==> config.mk <==
export PLATFORM = sky130hd
export DESIGN_NAME = sar_readout_ctrl
export DESIGN_NICKNAME = d
export VERILOG_FILES = /design/src/rtl/sar_rd_pkg.sv /design/src/rtl/sar_half_timer.sv /design/src/rtl/sar_frame_seq.sv /design/src/rtl/sar_shift_capture.sv /design/src/rtl/sar_readout_ctrl.sv
export SDC_FILE = /design/constraint.sdc
export NUM_CORES = 1
export LEC_CHECK = 0
export BUFFER_PORTS_ARGS = -buffer_cell sky130_fd_sc_hd__buf_2
export CORE_UTILIZATION = 25
export DETAILED_ROUTE_END_ITERATION = 7
export PLACE_DENSITY = 0.42
export SYNTH_ARGS = -nofsm -noshare
export SYNTH_HDL_FRONTEND = slang
export SYNTH_SLANG_ARGS = --single-unit
==> constraint.sdc <==
create_clock -name clk -period 6.25 [get_ports clk]
set_input_delay 0.3125 -clock clk [delete_from_list [all_inputs] [get_ports clk]]
set_output_delay 0.3125 -clock clk [all_outputs]
set_load 0.005 [all_outputs]
==> src/rtl/sar_rd_pkg.sv <==
package sar_rd_pkg;

  typedef enum logic [2:0] {
    ST_IDLE,
    ST_GUARD,
    ST_SETUP,
    ST_HIGH,
    ST_LOW,
    ST_POST
  } seq_st_t;

  // requested bit count limited to the supported range
  function automatic int clamp_len(int req, int lo, int hi);
    if (req < lo) return lo;
    if (req > hi) return hi;
    return req;
  endfunction

  // serial clocks in one frame for the chosen mode
  function automatic int clocks_in_frame(bit short_en, bit long_frame, int nb,
                                         int lead, int long_c, int short_c);
    if (short_en) return lead + nb;
    return long_frame ? long_c : short_c;
  endfunction

  // does rising edge number idx (1-based) carry a wanted result bit
  function automatic bit bit_in_window(int idx, int nb, int lead);
    return (idx > lead) && (idx <= lead + nb);
  endfunction

  // left-aligned position of the bit captured on rising edge idx
  function automatic int bit_pos(int idx, int lead, int res_w);
    return res_w - 1 - (idx - lead - 1);
  endfunction

endpackage

==> src/rtl/sar_half_timer.sv <==
module sar_half_timer #(
  parameter int HALF = 2
) (
  input  logic clk,
  input  logic rst_n,
  input  logic en_i,
  output logic tick_o
);
  localparam int HCW = (HALF > 1) ? $clog2(HALF) : 1;

  generate
    if (HALF <= 1) begin : g_direct
      assign tick_o = en_i;
    end else begin : g_count
      logic [HCW-1:0] hc_q;
      logic           last_w;

      assign last_w = (hc_q == HCW'(HALF - 1));
      assign tick_o = en_i && last_w;

      always_ff @(posedge clk or negedge rst_n) begin
        if (!rst_n) begin
          hc_q <= '0;
        end else if (!en_i || last_w) begin
          hc_q <= '0;
        end else begin
          hc_q <= hc_q + 1'b1;
        end
      end
    end
  endgenerate

endmodule

==> src/rtl/sar_frame_seq.sv <==
module sar_frame_seq
  import sar_rd_pkg::*;
#(
  parameter int RES_W      = 12,
  parameter int LEAD       = 2,
  parameter int LONG_CLKS  = 16,
  parameter int SHORT_CLKS = 14,
  parameter int MIN_BITS   = 3,
  localparam int NBW = $clog2(RES_W + 1),
  localparam int CKW = $clog2(LONG_CLKS + 1)
) (
  input  logic           clk,
  input  logic           rst_n,
  input  logic           start_i,
  input  logic           short_i,
  input  logic           frame16_i,
  input  logic [NBW-1:0] nbits_i,
  input  logic           tick_i,
  output logic           tmr_en_o,
  output logic           cs_n_o,
  output logic           sclk_o,
  output logic           busy_o,
  output logic           start_acc_o,
  output logic           rise_o,
  output logic [CKW-1:0] rise_idx_o,
  output logic [NBW-1:0] nb_o,
  output logic           post_o
);

  seq_st_t        st_q;
  logic [CKW-1:0] ck_idx_q;
  logic [CKW-1:0] nclk_q;
  logic [NBW-1:0] nb_q;
  logic [NBW-1:0] nb_req_w;
  logic [NBW-1:0] nb_eff_w;
  logic [CKW-1:0] nclk_w;
  logic           last_clk_w;

  // configuration decoded once, at the accepted start
  assign nb_req_w = NBW'(clamp_len(int'(nbits_i), MIN_BITS, RES_W));
  assign nb_eff_w = short_i ? nb_req_w : NBW'(RES_W);
  assign nclk_w   = CKW'(clocks_in_frame(short_i, frame16_i, int'(nb_req_w),
                                         LEAD, LONG_CLKS, SHORT_CLKS));
  assign last_clk_w = (ck_idx_q == nclk_q);

  assign start_acc_o = (st_q == ST_IDLE) && start_i;
  assign busy_o      = (st_q != ST_IDLE);
  assign post_o      = (st_q == ST_POST);
  assign tmr_en_o    = (st_q != ST_IDLE) && (st_q != ST_POST);
  assign nb_o        = nb_q;

  // rising serial edge happens at this system edge
  assign rise_o = tick_i && ((st_q == ST_SETUP) ||
                             ((st_q == ST_LOW) && !last_clk_w));
  assign rise_idx_o = (st_q == ST_SETUP) ? CKW'(1) : ck_idx_q + 1'b1;

  always_ff @(posedge clk or negedge rst_n) begin
    if (!rst_n) begin
      st_q     <= ST_IDLE;
      cs_n_o   <= 1'b1;
      sclk_o   <= 1'b0;
      ck_idx_q <= '0;
      nclk_q   <= '0;
      nb_q     <= '0;
    end else begin
      case (st_q)
        ST_IDLE: begin
          cs_n_o <= 1'b1;
          sclk_o <= 1'b0;
          if (start_i) begin
            st_q     <= ST_GUARD;
            nb_q     <= nb_eff_w;
            nclk_q   <= nclk_w;
            ck_idx_q <= '0;
          end
        end
        ST_GUARD: begin
          if (tick_i) begin
            st_q   <= ST_SETUP;
            cs_n_o <= 1'b0;
          end
        end
        ST_SETUP: begin
          if (tick_i) begin
            st_q     <= ST_HIGH;
            sclk_o   <= 1'b1;
            ck_idx_q <= CKW'(1);
          end
        end
        ST_HIGH: begin
          if (tick_i) begin
            st_q   <= ST_LOW;
            sclk_o <= 1'b0;
          end
        end
        ST_LOW: begin
          if (tick_i) begin
            if (last_clk_w) begin
              st_q   <= ST_POST;
              cs_n_o <= 1'b1;
            end else begin
              st_q     <= ST_HIGH;
              sclk_o   <= 1'b1;
              ck_idx_q <= ck_idx_q + 1'b1;
            end
          end
        end
        ST_POST: begin
          st_q <= ST_IDLE;
        end
        default: begin
          st_q   <= ST_IDLE;
          cs_n_o <= 1'b1;
          sclk_o <= 1'b0;
        end
      endcase
    end
  end

endmodule

==> src/rtl/sar_shift_capture.sv <==
module sar_shift_capture
  import sar_rd_pkg::*;
#(
  parameter int RES_W     = 12,
  parameter int LEAD      = 2,
  parameter int LONG_CLKS = 16,
  localparam int NBW = $clog2(RES_W + 1),
  localparam int CKW = $clog2(LONG_CLKS + 1),
  localparam int PW  = $clog2(RES_W)
) (
  input  logic             clk,
  input  logic             rst_n,
  input  logic             clear_i,
  input  logic             rise_i,
  input  logic [CKW-1:0]   rise_idx_i,
  input  logic [NBW-1:0]   nb_i,
  input  logic             sdata_i,
  input  logic             post_i,
  output logic [RES_W-1:0] result_o,
  output logic             done_o
);

  logic [RES_W-1:0] cap_q;
  logic             want_w;
  logic [PW-1:0]    pos_w;

  assign want_w = rise_i && bit_in_window(int'(rise_idx_i), int'(nb_i), LEAD);
  assign pos_w  = PW'(bit_pos(int'(rise_idx_i), LEAD, RES_W));

  always_ff @(posedge clk or negedge rst_n) begin
    if (!rst_n) begin
      cap_q <= '0;
    end else if (clear_i) begin
      cap_q <= '0;
    end else if (want_w) begin
      cap_q[pos_w] <= sdata_i;
    end
  end

  always_ff @(posedge clk or negedge rst_n) begin
    if (!rst_n) begin
      result_o <= '0;
      done_o   <= 1'b0;
    end else begin
      done_o <= post_i;
      if (post_i) begin
        result_o <= cap_q;
      end
    end
  end

endmodule

==> src/rtl/sar_readout_ctrl.sv <==
module sar_readout_ctrl
  import sar_rd_pkg::*;
#(
  parameter int HALF       = 2,
  parameter int RES_W      = 12,
  parameter int LEAD       = 2,
  parameter int LONG_CLKS  = 16,
  parameter int SHORT_CLKS = 14,
  parameter int MIN_BITS   = 3,
  localparam int NBW = $clog2(RES_W + 1)
) (
  input  logic             clk,
  input  logic             rst_n,
  input  logic             start_i,
  input  logic             short_i,
  input  logic             frame16_i,
  input  logic [NBW-1:0]   nbits_i,
  input  logic             sdata_i,
  output logic             cs_n_o,
  output logic             sclk_o,
  output logic [RES_W-1:0] result_o,
  output logic             done_o,
  output logic             busy_o
);
  localparam int CKW = $clog2(LONG_CLKS + 1);

  // internal events, named for the checker
  logic           tick_w;
  logic           tmr_en_w;
  logic           start_acc_w;
  logic           rise_w;
  logic [CKW-1:0] rise_idx_w;
  logic [NBW-1:0] nb_w;
  logic           post_w;

  sar_half_timer #(.HALF(HALF)) u_timer (
    .clk    (clk),
    .rst_n  (rst_n),
    .en_i   (tmr_en_w),
    .tick_o (tick_w)
  );

  sar_frame_seq #(
    .RES_W      (RES_W),
    .LEAD       (LEAD),
    .LONG_CLKS  (LONG_CLKS),
    .SHORT_CLKS (SHORT_CLKS),
    .MIN_BITS   (MIN_BITS)
  ) u_seq (
    .clk         (clk),
    .rst_n       (rst_n),
    .start_i     (start_i),
    .short_i     (short_i),
    .frame16_i   (frame16_i),
    .nbits_i     (nbits_i),
    .tick_i      (tick_w),
    .tmr_en_o    (tmr_en_w),
    .cs_n_o      (cs_n_o),
    .sclk_o      (sclk_o),
    .busy_o      (busy_o),
    .start_acc_o (start_acc_w),
    .rise_o      (rise_w),
    .rise_idx_o  (rise_idx_w),
    .nb_o        (nb_w),
    .post_o      (post_w)
  );

  sar_shift_capture #(
    .RES_W     (RES_W),
    .LEAD      (LEAD),
    .LONG_CLKS (LONG_CLKS)
  ) u_cap (
    .clk        (clk),
    .rst_n      (rst_n),
    .clear_i    (start_acc_w),
    .rise_i     (rise_w),
    .rise_idx_i (rise_idx_w),
    .nb_i       (nb_w),
    .sdata_i    (sdata_i),
    .post_i     (post_w),
    .result_o   (result_o),
    .done_o     (done_o)
  );

endmodule

* After elaboration in Yosys (flattened, before gate mapping)
Cells that the tools add are included. W data, S select, Z words.
Operators by class: equal/unequal tests 14, mux-type cells 39, bitwise gates (word level) 2, reduce and logical (&&, ||, !) cells 23, magnitude comparators 6, add/subtract/negate cells 7
Operators with widths (count):
- $mux W5 | 8
- $mux W12 | 2
- $mux W3 | 6
- $mux W4 | 4
- $pmux W3 S5 | 1
- $pmux W5 S3 | 1
- $reduce_and A5 Y1 | 3
- $bwmux W12 | 1
- $mux W1 | 12
- $add A2 B4 Y5 const A | 2
- $ne A2 B1 Y1 const B | 5
- $logic_and A1 B1 Y1 | 8
- $sub A4 B2 Y4 const B | 2
- $eq A3 B2 Y1 const B | 2
- $eq A3 B3 Y1 const B | 2
- $reduce_bool A3 Y1 | 2
- $add A5 B1 Y5 const B | 1
- $eq A5 B5 Y1 | 1
- $gt A5 B2 Y1 const B | 1
- $le A5 B5 Y1 | 1
- $lt A4 B5 Y1 const B | 1
- $demux W1 S4 | 1
- $ge A4 B1 Y1 const B | 1
- $gt A4 B4 Y1 const B | 1
- 18 further kinds | 22
Storage, ports and cells: input port bits 10, output and inout port bits 16, logic and storage cells 101, flip-flop bits (word level) 45

* Depth between registers and ports, before layout
Gate-level depths: netlist of run 1.
word-level depth 12, gate-level depth with buffers 11, depth with buffers taken out 10

* Modules after synthesis
Synthesis of run 1 repeated with hierarchy kept, for this count alone.
Unflattened totals: cells, all modules 239, area total of the unflattened synthesis 2522.4 um^2
By module, submodules not included:
- sar_shift_capture | cells an instance 108, sequential area each 625.6 um^2, instances 1, area an instance 1326.3 um^2
- sar_frame_seq | cells an instance 128, sequential area each 451.7 um^2, instances 1, area an instance 1154.9 um^2
- sar_half_timer | cells an instance 3, sequential area each 25.0 um^2, instances 1, area an instance 41.3 um^2

* Least setup slack after synthesis of run 1
No wires, ideal clock.
path type flip-flop to flip-flop, start point register u_seq.ck_idx_q[1], end point register u_cap.cap_q[6], required time 6.113 ns, path buffers 1, clock period less this slack 2.450 ns, slack 3.800 ns, data arrival time 2.313 ns, cell stages (with the launch flop) 12, library setup time 0.137 ns, cells stage by stage dfrtp_1 ha_1 buf_2 xnor2_2 nor2_1 ha_1 nand3b_1 a22o_1 a31oi_4 a22oi_2 nand4_1 mux2i_1
Between the ends: cells in the longest elaborated chain, start to end 12, elaborated cells between the ends (all ways) 23, those cells by class add/sub (4); order compare (4); eq/ne (1); mux (6); reduce/logical (8)
Ends and longest elaborated chain:
- start, declared | line sar_frame_seq.sv:31 | logic [CKW-1:0] ck_idx_q;
- start signal, assigned | line sar_frame_seq.sv:104 | ck_idx_q <= ck_idx_q + 1'b1;
- $add A5 B1 Y5 | line sar_frame_seq.sv:55 | assign rise_idx_o = (st_q == ST_SETUP) ? CKW'(1) : ck_idx_q + 1'b1;
- $mux W5 | line sar_frame_seq.sv:55
- $sub A4 B2 Y4 (2 in a row) | line sar_rd_pkg.sv:33 | return res_w - 1 - (idx - lead - 1);
- $sub A4 B4 Y4 | line sar_rd_pkg.sv:33
- $lt A4 B5 Y1 (not written as such) / $ge A4 B1 Y1 (equally long branches) | line sar_shift_capture.sv:36 | cap_q[pos_w] <= sdata_i;
- $logic_and A1 B1 Y1 (not written as such) | line sar_shift_capture.sv:36
- $mux W1 (not written as such) | line sar_shift_capture.sv:36
- $demux W1 S4
- $bwmux W12 | line sar_shift_capture.sv:36
- $mux W12 | line sar_shift_capture.sv:35 | end else if (want_w) begin
- $mux W12 | line sar_shift_capture.sv:33 | end else if (clear_i) begin
- end signal, assigned by index | line sar_shift_capture.sv:36
- end, declared | line sar_shift_capture.sv:23 | logic [RES_W-1:0] cap_q;
Several ways; a longest one is shown, not always the timed one. The select of a mux whose other input is x is not followed. A chain may end at the register's enable or synchronous reset.

* Worst setup path after layout of run 1
start point register u_seq.ck_idx_q[0], end point register u_cap.cap_q[4]
Same word-level chain as after synthesis.

==> run summary, run 1 <==
Post-detail-place hpwl - 3960 microns
CP Class - reg2reg
TNS Setup - 0 ns
Post-CTS Repair Setup Buffers - 0
Outcome - finished clean
Placed instance area - 2750 sq um
Leak - 1.41 nW
Worst Tran Pin Value - 1.02 ns
Dpl ws - 3.44 ns
Worst Setup EP - u_cap.cap_q[4]
Core area - 9820 sq um
Resized cells post-CTS - 0
P per Cell Area - 404 nW/um^2
CP bufs+invs - 0
CTS root buf - clkbuf_8
R2R Path Start - u_seq.ck_idx_q[0]
Max_slew headroom - 32.1%
Synthesized flop and latch total - 44
Fin crit period - 2.83 ns
Max rail drop VDD - 0.118 mV
Crit-path cells - ha_1 > xnor2_2 > nor2_1 > ha_1 > nand3b_1 > a22o_1 > nand4_1 > a22oi_2 > nand4_1 > mux2i_1
Critical Path End Type - register
Starting density of the core - 25.8%
Row count - 36
Antenna violations before repair - 0
CP Depth - 10
Post-Syn Nets - 299
CP Launch Point - u_seq.ck_idx_q[0]
Register area share after synthesis - 43.5%
Total global routing overflow - 0
Vias - 1967
Fill cells - 1102
Power Total - 1.16 mW
Die width - 103 microns
Gr usage total - 11.7%
Syn Area/Cell - 8.93 sq um
Top delay family on crit path - adder cells
DRC - 0
# nets final - 312
CTS tree - yes
Final number of hold-violating endpoints - 0
Total wire length after detailed routing - 5640 microns
Sequential cell area - 1100 sq um
Worst Path Arrival - 3.01 ns
Fin worst setup slack - 3.42 ns
R2R depth - 10
CP max-delay cell - dfrtp_1
Area Growth Syn to Fin - 13.2%
Placer Congestion - 0.744
Startpoint types - register
Pin count of the biggest net entering global routing - 45
Layout cells sized above 1 - 14.8%
Fmax - 353 MHz
Top-area cell type share of the netlist area - 42.4%
CTS sink count - 44
Async set-reset flop share out of synthesis - 100%
Largest cells by area after synthesis - dfrtp_1 (42%), nand2_1 (11%), mux2i_1 (4.7%)
Synth Flop Type - dfrtp_1
Initial DRT Pass Iterations - 4
CTS Hold Bufs - 0
Area of the multi-input gates - 1330 sq um
DRT iter0 DRCs - 99
Clock skew - 0.00697 ns
Num ports - 26
Number of synthesized flops with an enable pin - 0
WP data required - 6.43 ns
Syn Std Cell Area - 2540 sq um
Routed Antenna Nets - 0
Post-Synthesis Cells - 284
Vias in the first global route - 1912
Finish-stage setup viols - 0
Slowest stage delay, CP - 0.51 ns
Htree depth - 2
Unique masters post-synth - 52
Design area - 2870 sq um
Vias per inst - 4.56
Max_cap viols - 0
Port Buffers - 25
Worst-Skew Late Latency - 0.30 ns
Routed len/inst - 13.1 microns
Fin crit share - 45.3%
Die area - 10600 sq um
HP Class - in2async
Longest Clk Path Bufs - 2
Leading area contributor after synthesis - dfrtp_1
Antenna diodes - 0
Unrepaired setup endpoints after global routing - false
Final slew viol count - 0
Clock slew at reported path FFs - 0.09 ns
First-pass GRT wire length - 9590 microns
Die Y - 103 microns
Worst R2R Setup Slack - 3.42 ns
Largest fanout on the critical path - 13
Reg2reg end - u_cap.cap_q[4]
TritonCTS Buffers - 5
WHS - 0.177 ns
Syn. warnings - 0
[flip-flops by register name, summed over array words and instances, names as in the netlist]
register and flops:
u_seq.ck_idx_q 5, u_seq.nclk_q 4, u_cap.result_o 12, u_cap.cap_q 12, u_seq.sclk_o 1, u_seq.st_q 3
u_seq.nb_o 4, u_cap.done_o 1, u_timer.g_count.hc_q 1, u_seq.cs_n_o 1
[through the flow]
| step | cells | utilization, % |
|---|---|---|
| after global placement | 423 | 28.0 |
| final | 431 | 29.2 |
| after floorplan | 284 | - |
| after detailed placement | 423 | 28.0 |
| after global routing | 431 | 29.2 |
| after CTS | 431 | 29.2 |
[worst reg2reg max path, cell delays in order, from the launching register on]
cell and delay (ns):
dfrtp_1 0.51, ha_1 0.39, xnor2_2 0.33, nor2_1 0.08, ha_1 0.36, nand3b_1 0.10, a22o_1 0.20, nand4_1 0.15
a22oi_2 0.28, nand4_1 0.16, mux2i_1 0.15
[where the power goes]
part           internal [mW]  switching, mW  leakage, nW
clock network          0.131          0.107       0.0614
logic                  0.187          0.292        0.756
registers              0.352         0.0909        0.590
[kinds of logic after synthesis]
logic type / synth area share [%]
flops: 43.5
mux: 4.74
simple gates: 24.8
buf+inv: 4.14
fa+ha+maj: 3.26
compound gates: 14.5
xor+xnor: 5.13
[area by class of cell]
type                       instances  share of cell area [%]
timing repair buffer              25                    4.36
multi-input combinational        214                    46.3
clock buffer                       6                    2.88
inverter                           7                   0.915
sequential                        44                    38.4
tap                              133                    5.80
clock inverter                     2                    1.35
[synthesized netlist by cell type, drive strengths merged, types with 2 or more instances]
master  instances
a211oi          5
a21o            5
a21oi           7
a22o            2
a22oi           3
and2            2
and3            2
buf             7
clkbuf         12
dfrtp          43
ha              5
inv             7
maj3            2
mux2i          12
nand2          74
nand2b          7
nand3           9
nand3b          2
nand4          10
nor2           11
nor2b           4
nor3            5
o211ai          2
o21ai          13
o21bai          2
o221ai          2
xnor2           7
xor2            7
[worst min path at each step]
stage | to | slack [ns] | depth (start not counted)
6_report | u_cap.result_o[5] | 0.18 | 1
5_1_grt | u_cap.result_o[2] | 0.27 | 1
4_1_cts | u_cap.result_o[2] | 0.23 | 1
3_5_place_dp | u_cap.result_o[4] | 0.45 | 2
3_3_place_gp | u_cap.result_o[2] | 0.45 | 2
2_1_floorplan | u_cap.cap_q[0] | 0.02 | 0
[layer usage]
| metal | GRT usage (%) | vias up | share of wire, % |
|---|---|---|---|
| met5 | 0 | - | 0 |
| met3 | 2.51 | 4 | 2.6 |
| met2 | 18.4 | 27 | 45 |
| met4 | 3.30 | 0 | 1.0 |
| met1 | 16.3 | 930 | 51 |
| li1 | - | 1006 | - |
[cell usage in the layout, fill, tap and decap left out, types with 9 or more instances in the layout]
cell / Yosys / layout
buf_2: 6 / 25
dfrtp_1: 43 / 43
mux2i_1: 12 / 12
nand2_1: 74 / 74
nand3_1: 9 / 9
nand4_1: 9 / 9
nor2_1: 11 / 11
o21ai_0: 10 / 10
Power figures use the tool's default switching activity.
==> run 2: changes to the inputs <==
Settings changed: ABC_AREA set to 1.
Clock period 6.25 ns to 2.95 ns, I/O delays scaled along.
==> run 2 against run 1 <==
Compared with the run above: sequential power increased by 86%; combinational power increased by 87%; worst setup slack got worse by 2.8 ns; worst hold slack got worse by 0.16 ns; utilization decreased by 0.17 points; clock-buffer cell count unchanged; the run now ends with design-rule violations left.
==> run summary, run 2 <==
Vias in the first global route - 2192 (was 1912)
Finish-stage setup viols - 0 (unchanged)
Antenna violations before repair - 0 (unchanged)
Initial DRT Pass Iterations - 6 (was 4)
Final std cells w/o fill - 518 (was 431)
Port Buffers - 25 (unchanged)
Fin crit share - 80.4% (was 45.3%)
Synthesized flop and latch total - 44 (unchanged)
Layout cells sized above 1 - 16.2% (was 14.8%)
Largest cells by area after synthesis - dfrtp_1 (41%), nand2_1 (19%), inv_1 (5.7%) (was dfrtp_1 (42%), nand2_1 (11%), mux2i_1 (4.7%))
Top-count cell post-synth - nand2_1 (unchanged)
Commonest non-fill, non-tap cell in the layout - nand2_1 (unchanged)
Post-detail-place hpwl - 4300 microns (was 3960 microns)
Number of synthesized flops with an enable pin - 0 (unchanged)
HP Class - in2async (unchanged)
Vias - 2207 (was 1967)
TNS Setup - 0 ns (unchanged)
Routed Antenna Nets - 0 (unchanged)
Die Y - 104 microns (was 103 microns)
Regs by FF count - u_cap.cap_q x12, u_cap.result_o x12, u_seq.ck_idx_q x5 (unchanged)
Resized cells post-CTS - 0 (unchanged)
Starting density of the core - 25.7% (was 25.8%)
CP Class - reg2reg (unchanged)
# nets final - 396 (was 312)
Synth Flop Type - dfrtp_1 (unchanged)
Longest Clk Path Bufs - 2 (unchanged)
Leak - 1.65 nW (was 1.41 nW)
First-pass GRT wire length - 10400 microns (was 9590 microns)
Top post-synthesis cells by count - nand2_1 (130), dfrtp_1 (43), inv_1 (40) (was nand2_1 (74), dfrtp_1 (43), clkbuf_1 (12), mux2i_1 (12), nor2_1 (11))
Gr usage total - 11.8% (was 11.7%)
CP Launch Point - u_seq.ck_idx_q[0] (unchanged)
Total global routing overflow - 0 (unchanged)
Unique masters post-synth - 33 (was 52)
Worst Path Arrival - 2.58 ns (was 3.01 ns)
Top-area cell type share of the netlist area - 41.0% (was 42.4%)
DRC - 1 (was 0)
Worst Tran Pin Value - 1.03 ns (was 1.02 ns)
TritonCTS Buffers - 5 (unchanged)
Syn Area/Cell - 7.33 sq um (was 8.93 sq um)
Core area - 10200 sq um (was 9820 sq um)
Max rail drop VDD - 0.213 mV (was 0.118 mV)
CTS root buf - clkbuf_8 (unchanged)
Post-CTS Repair Setup Buffers - 0 (unchanged)
Fin crit period - 2.37 ns (was 2.83 ns)
Async set-reset flop share out of synthesis - 100% (unchanged)
Fmax - 421 MHz (was 353 MHz)
Cells after DPL - 510 (was 423)
Power Total - 2.20 mW (was 1.16 mW)
R2R depth - 13 (was 10)
Worst Setup EP - u_cap.cap_q[2] (was u_cap.cap_q[4])
Top routing layer used - met4 (unchanged)
Final slew viol count - 0 (unchanged)
Vias per inst - 4.26 (was 4.56)
Leading area contributor after synthesis - dfrtp_1 (unchanged)
Final number of hold-violating endpoints - 0 (unchanged)
Num ports - 26 (unchanged)
Post-Synthesis Cells - 358 (was 284)
Placer Congestion - 0.771 (was 0.744)
Area Growth Syn to Fin - 13.3% (was 13.2%)
Met3 wire length - 163 microns (was 144 microns)
Fill cells - 1134 (was 1102)
Max_cap viols - 0 (unchanged)
Die area - 10900 sq um (was 10600 sq um)
P per Cell Area - 740 nW/um^2 (was 404 nW/um^2)
Routed length on met1 - 2980 microns (was 2880 microns)
Largest fanout on the critical path - 24 (was 13)
Reg2reg end - u_cap.cap_q[2] (was u_cap.cap_q[4])
Row count - 37 (was 36)
R2R Path Start - u_seq.ck_idx_q[0] (unchanged)
Syn. warnings - 0 (unchanged)
Outcome - finished, violations left (was finished clean)
Antenna diodes - 0 (unchanged)
DRT iter0 DRCs - 55 (was 99)
Htree depth - 2 (unchanged)
Clock skew - 0.00968 ns (was 0.00697 ns)
Startpoint types - register (unchanged)
CTS tree - yes (unchanged)
Register area share after synthesis - 42.0% (was 43.5%)
Max_slew headroom - 31.1% (was 32.1%)
Total wire length after detailed routing - 5820 microns (was 5640 microns)
CTS Hold Bufs - 0 (unchanged)
Routed len/inst - 11.2 microns (was 13.1 microns)
Most frequent cells in the layout - nand2_1 (130), dfrtp_1 (43), inv_1 (40) (was nand2_1 (74), dfrtp_1 (43), buf_2 (25))
Critical Path End Type - register (unchanged)
Post-Syn Nets - 373 (was 299)
Met2 wire length - 2620 microns (was 2560 microns)
Die width - 104 microns (was 103 microns)
Clock slew at reported path FFs - 0.09 ns (about the same)
Worst-Skew Late Latency - 0.30 ns (about the same)
Pin count of the biggest net entering global routing - 45 (unchanged)
Syn Std Cell Area - 2630 sq um (was 2540 sq um)
CTS sink count - 44 (unchanged)
Worst R2R Setup Slack - 0.58 ns (was 3.42 ns)
Violations in the final reports - design-rule violations
WP data required - 3.15 ns (was 6.43 ns)
Unrepaired setup endpoints after global routing - false (unchanged)
run 2: cell count changes in the layout (fill, tap and decap cells not counted), moves of 9 or more:
cell     previous run  this run
inv_1               7        40
inv_2               0        11
mux2i_1            12         0
nand2_1            74       130
nand3_1             9        23
nand4_1             9        18
nor2_1             11        20
run 2: worst min path at each step:
stage	end	slack (ns)
floorplan	u_cap.cap_q[0]	-0.15
global placement	u_cap.done_o	0.40
detailed placement	u_cap.done_o	0.41
CTS	u_cap.result_o[11]	0.07
global route	u_cap.result_o[10]	0.11
finish	u_cap.result_o[4]	0.02
run 2: cell type report:
| type | count | area, sq um | share of cell area [%] |
|---|---|---|---|
| Inverter | 58 | 218 | 7.32 |
| Tap cell | 136 | 170 | 5.72 |
| Timing Repair Buffer | 26 | 133 | 4.46 |
| Clock inverter | 2 | 35.0 | 1.18 |
| Multi-Input combinational cell | 246 | 1240 | 41.8 |
| Sequential cell | 44 | 1100 | 37.1 |
| Clock buffer | 6 | 72.6 | 2.44 |
run 2: per-layer routing:
layer,vias up,GRT usage [%]
li1,1170,-
met1,1001,15.8
met2,29,19.0
met3,7,2.38
met4,0,3.47
met5,-,0
run 2: where the power goes:
part	switching, mW	total, mW	leakage [nW]	internal, mW
clock	0.227	0.479	0.0552	0.252
sequential	0.0978	0.823	0.587	0.725
combinational	0.588	0.897	1.01	0.309
total	0.912	2.20	1.65	1.29
run 2: cell families (layout without fill, tap and decap cells):
kind of cell               Yosys count  count (layout)  synth area share, %
and+or+nand+nor                    210             210                 37.4
buffers and inverters               68              92                 10.7
DFF                                 44              44                 42.0
AOI/OAI and AO/OA                   26              26                 5.86
adders and majority gates            5               5                 2.38
xor gates and xnor gates             5               5                 1.67
run 2: metrics by stage:
stage | hold slack (ns) | cell area, sq um | util [%] | worst slack (ns)
after floorplan | -0.148 | 2630 | - | 0.872
after CTS | 0.0740 | 2970 | 29.1 | 0.580
after detailed placement | 0.409 | 2870 | 28.0 | 0.570
after global placement | 0.397 | 2870 | 28.0 | 0.629
final | 0.0207 | 2970 | 29.1 | 0.577
after global routing | 0.107 | 2970 | 29.1 | 0.347
run 2: worst max-delay path: stages, from the launching register on:
cell     delay [ns]
dfrtp_1        0.47
ha_1           0.26
xnor2_1        0.30
nor2_4         0.08
ha_1           0.30
nand2_1        0.05
nor2_1         0.09
nor2_1         0.05
nand2_1        0.05
nand2_1        0.05
nand2_2        0.30
nand4_1        0.15
nand2_1        0.10
inv_1          0.04
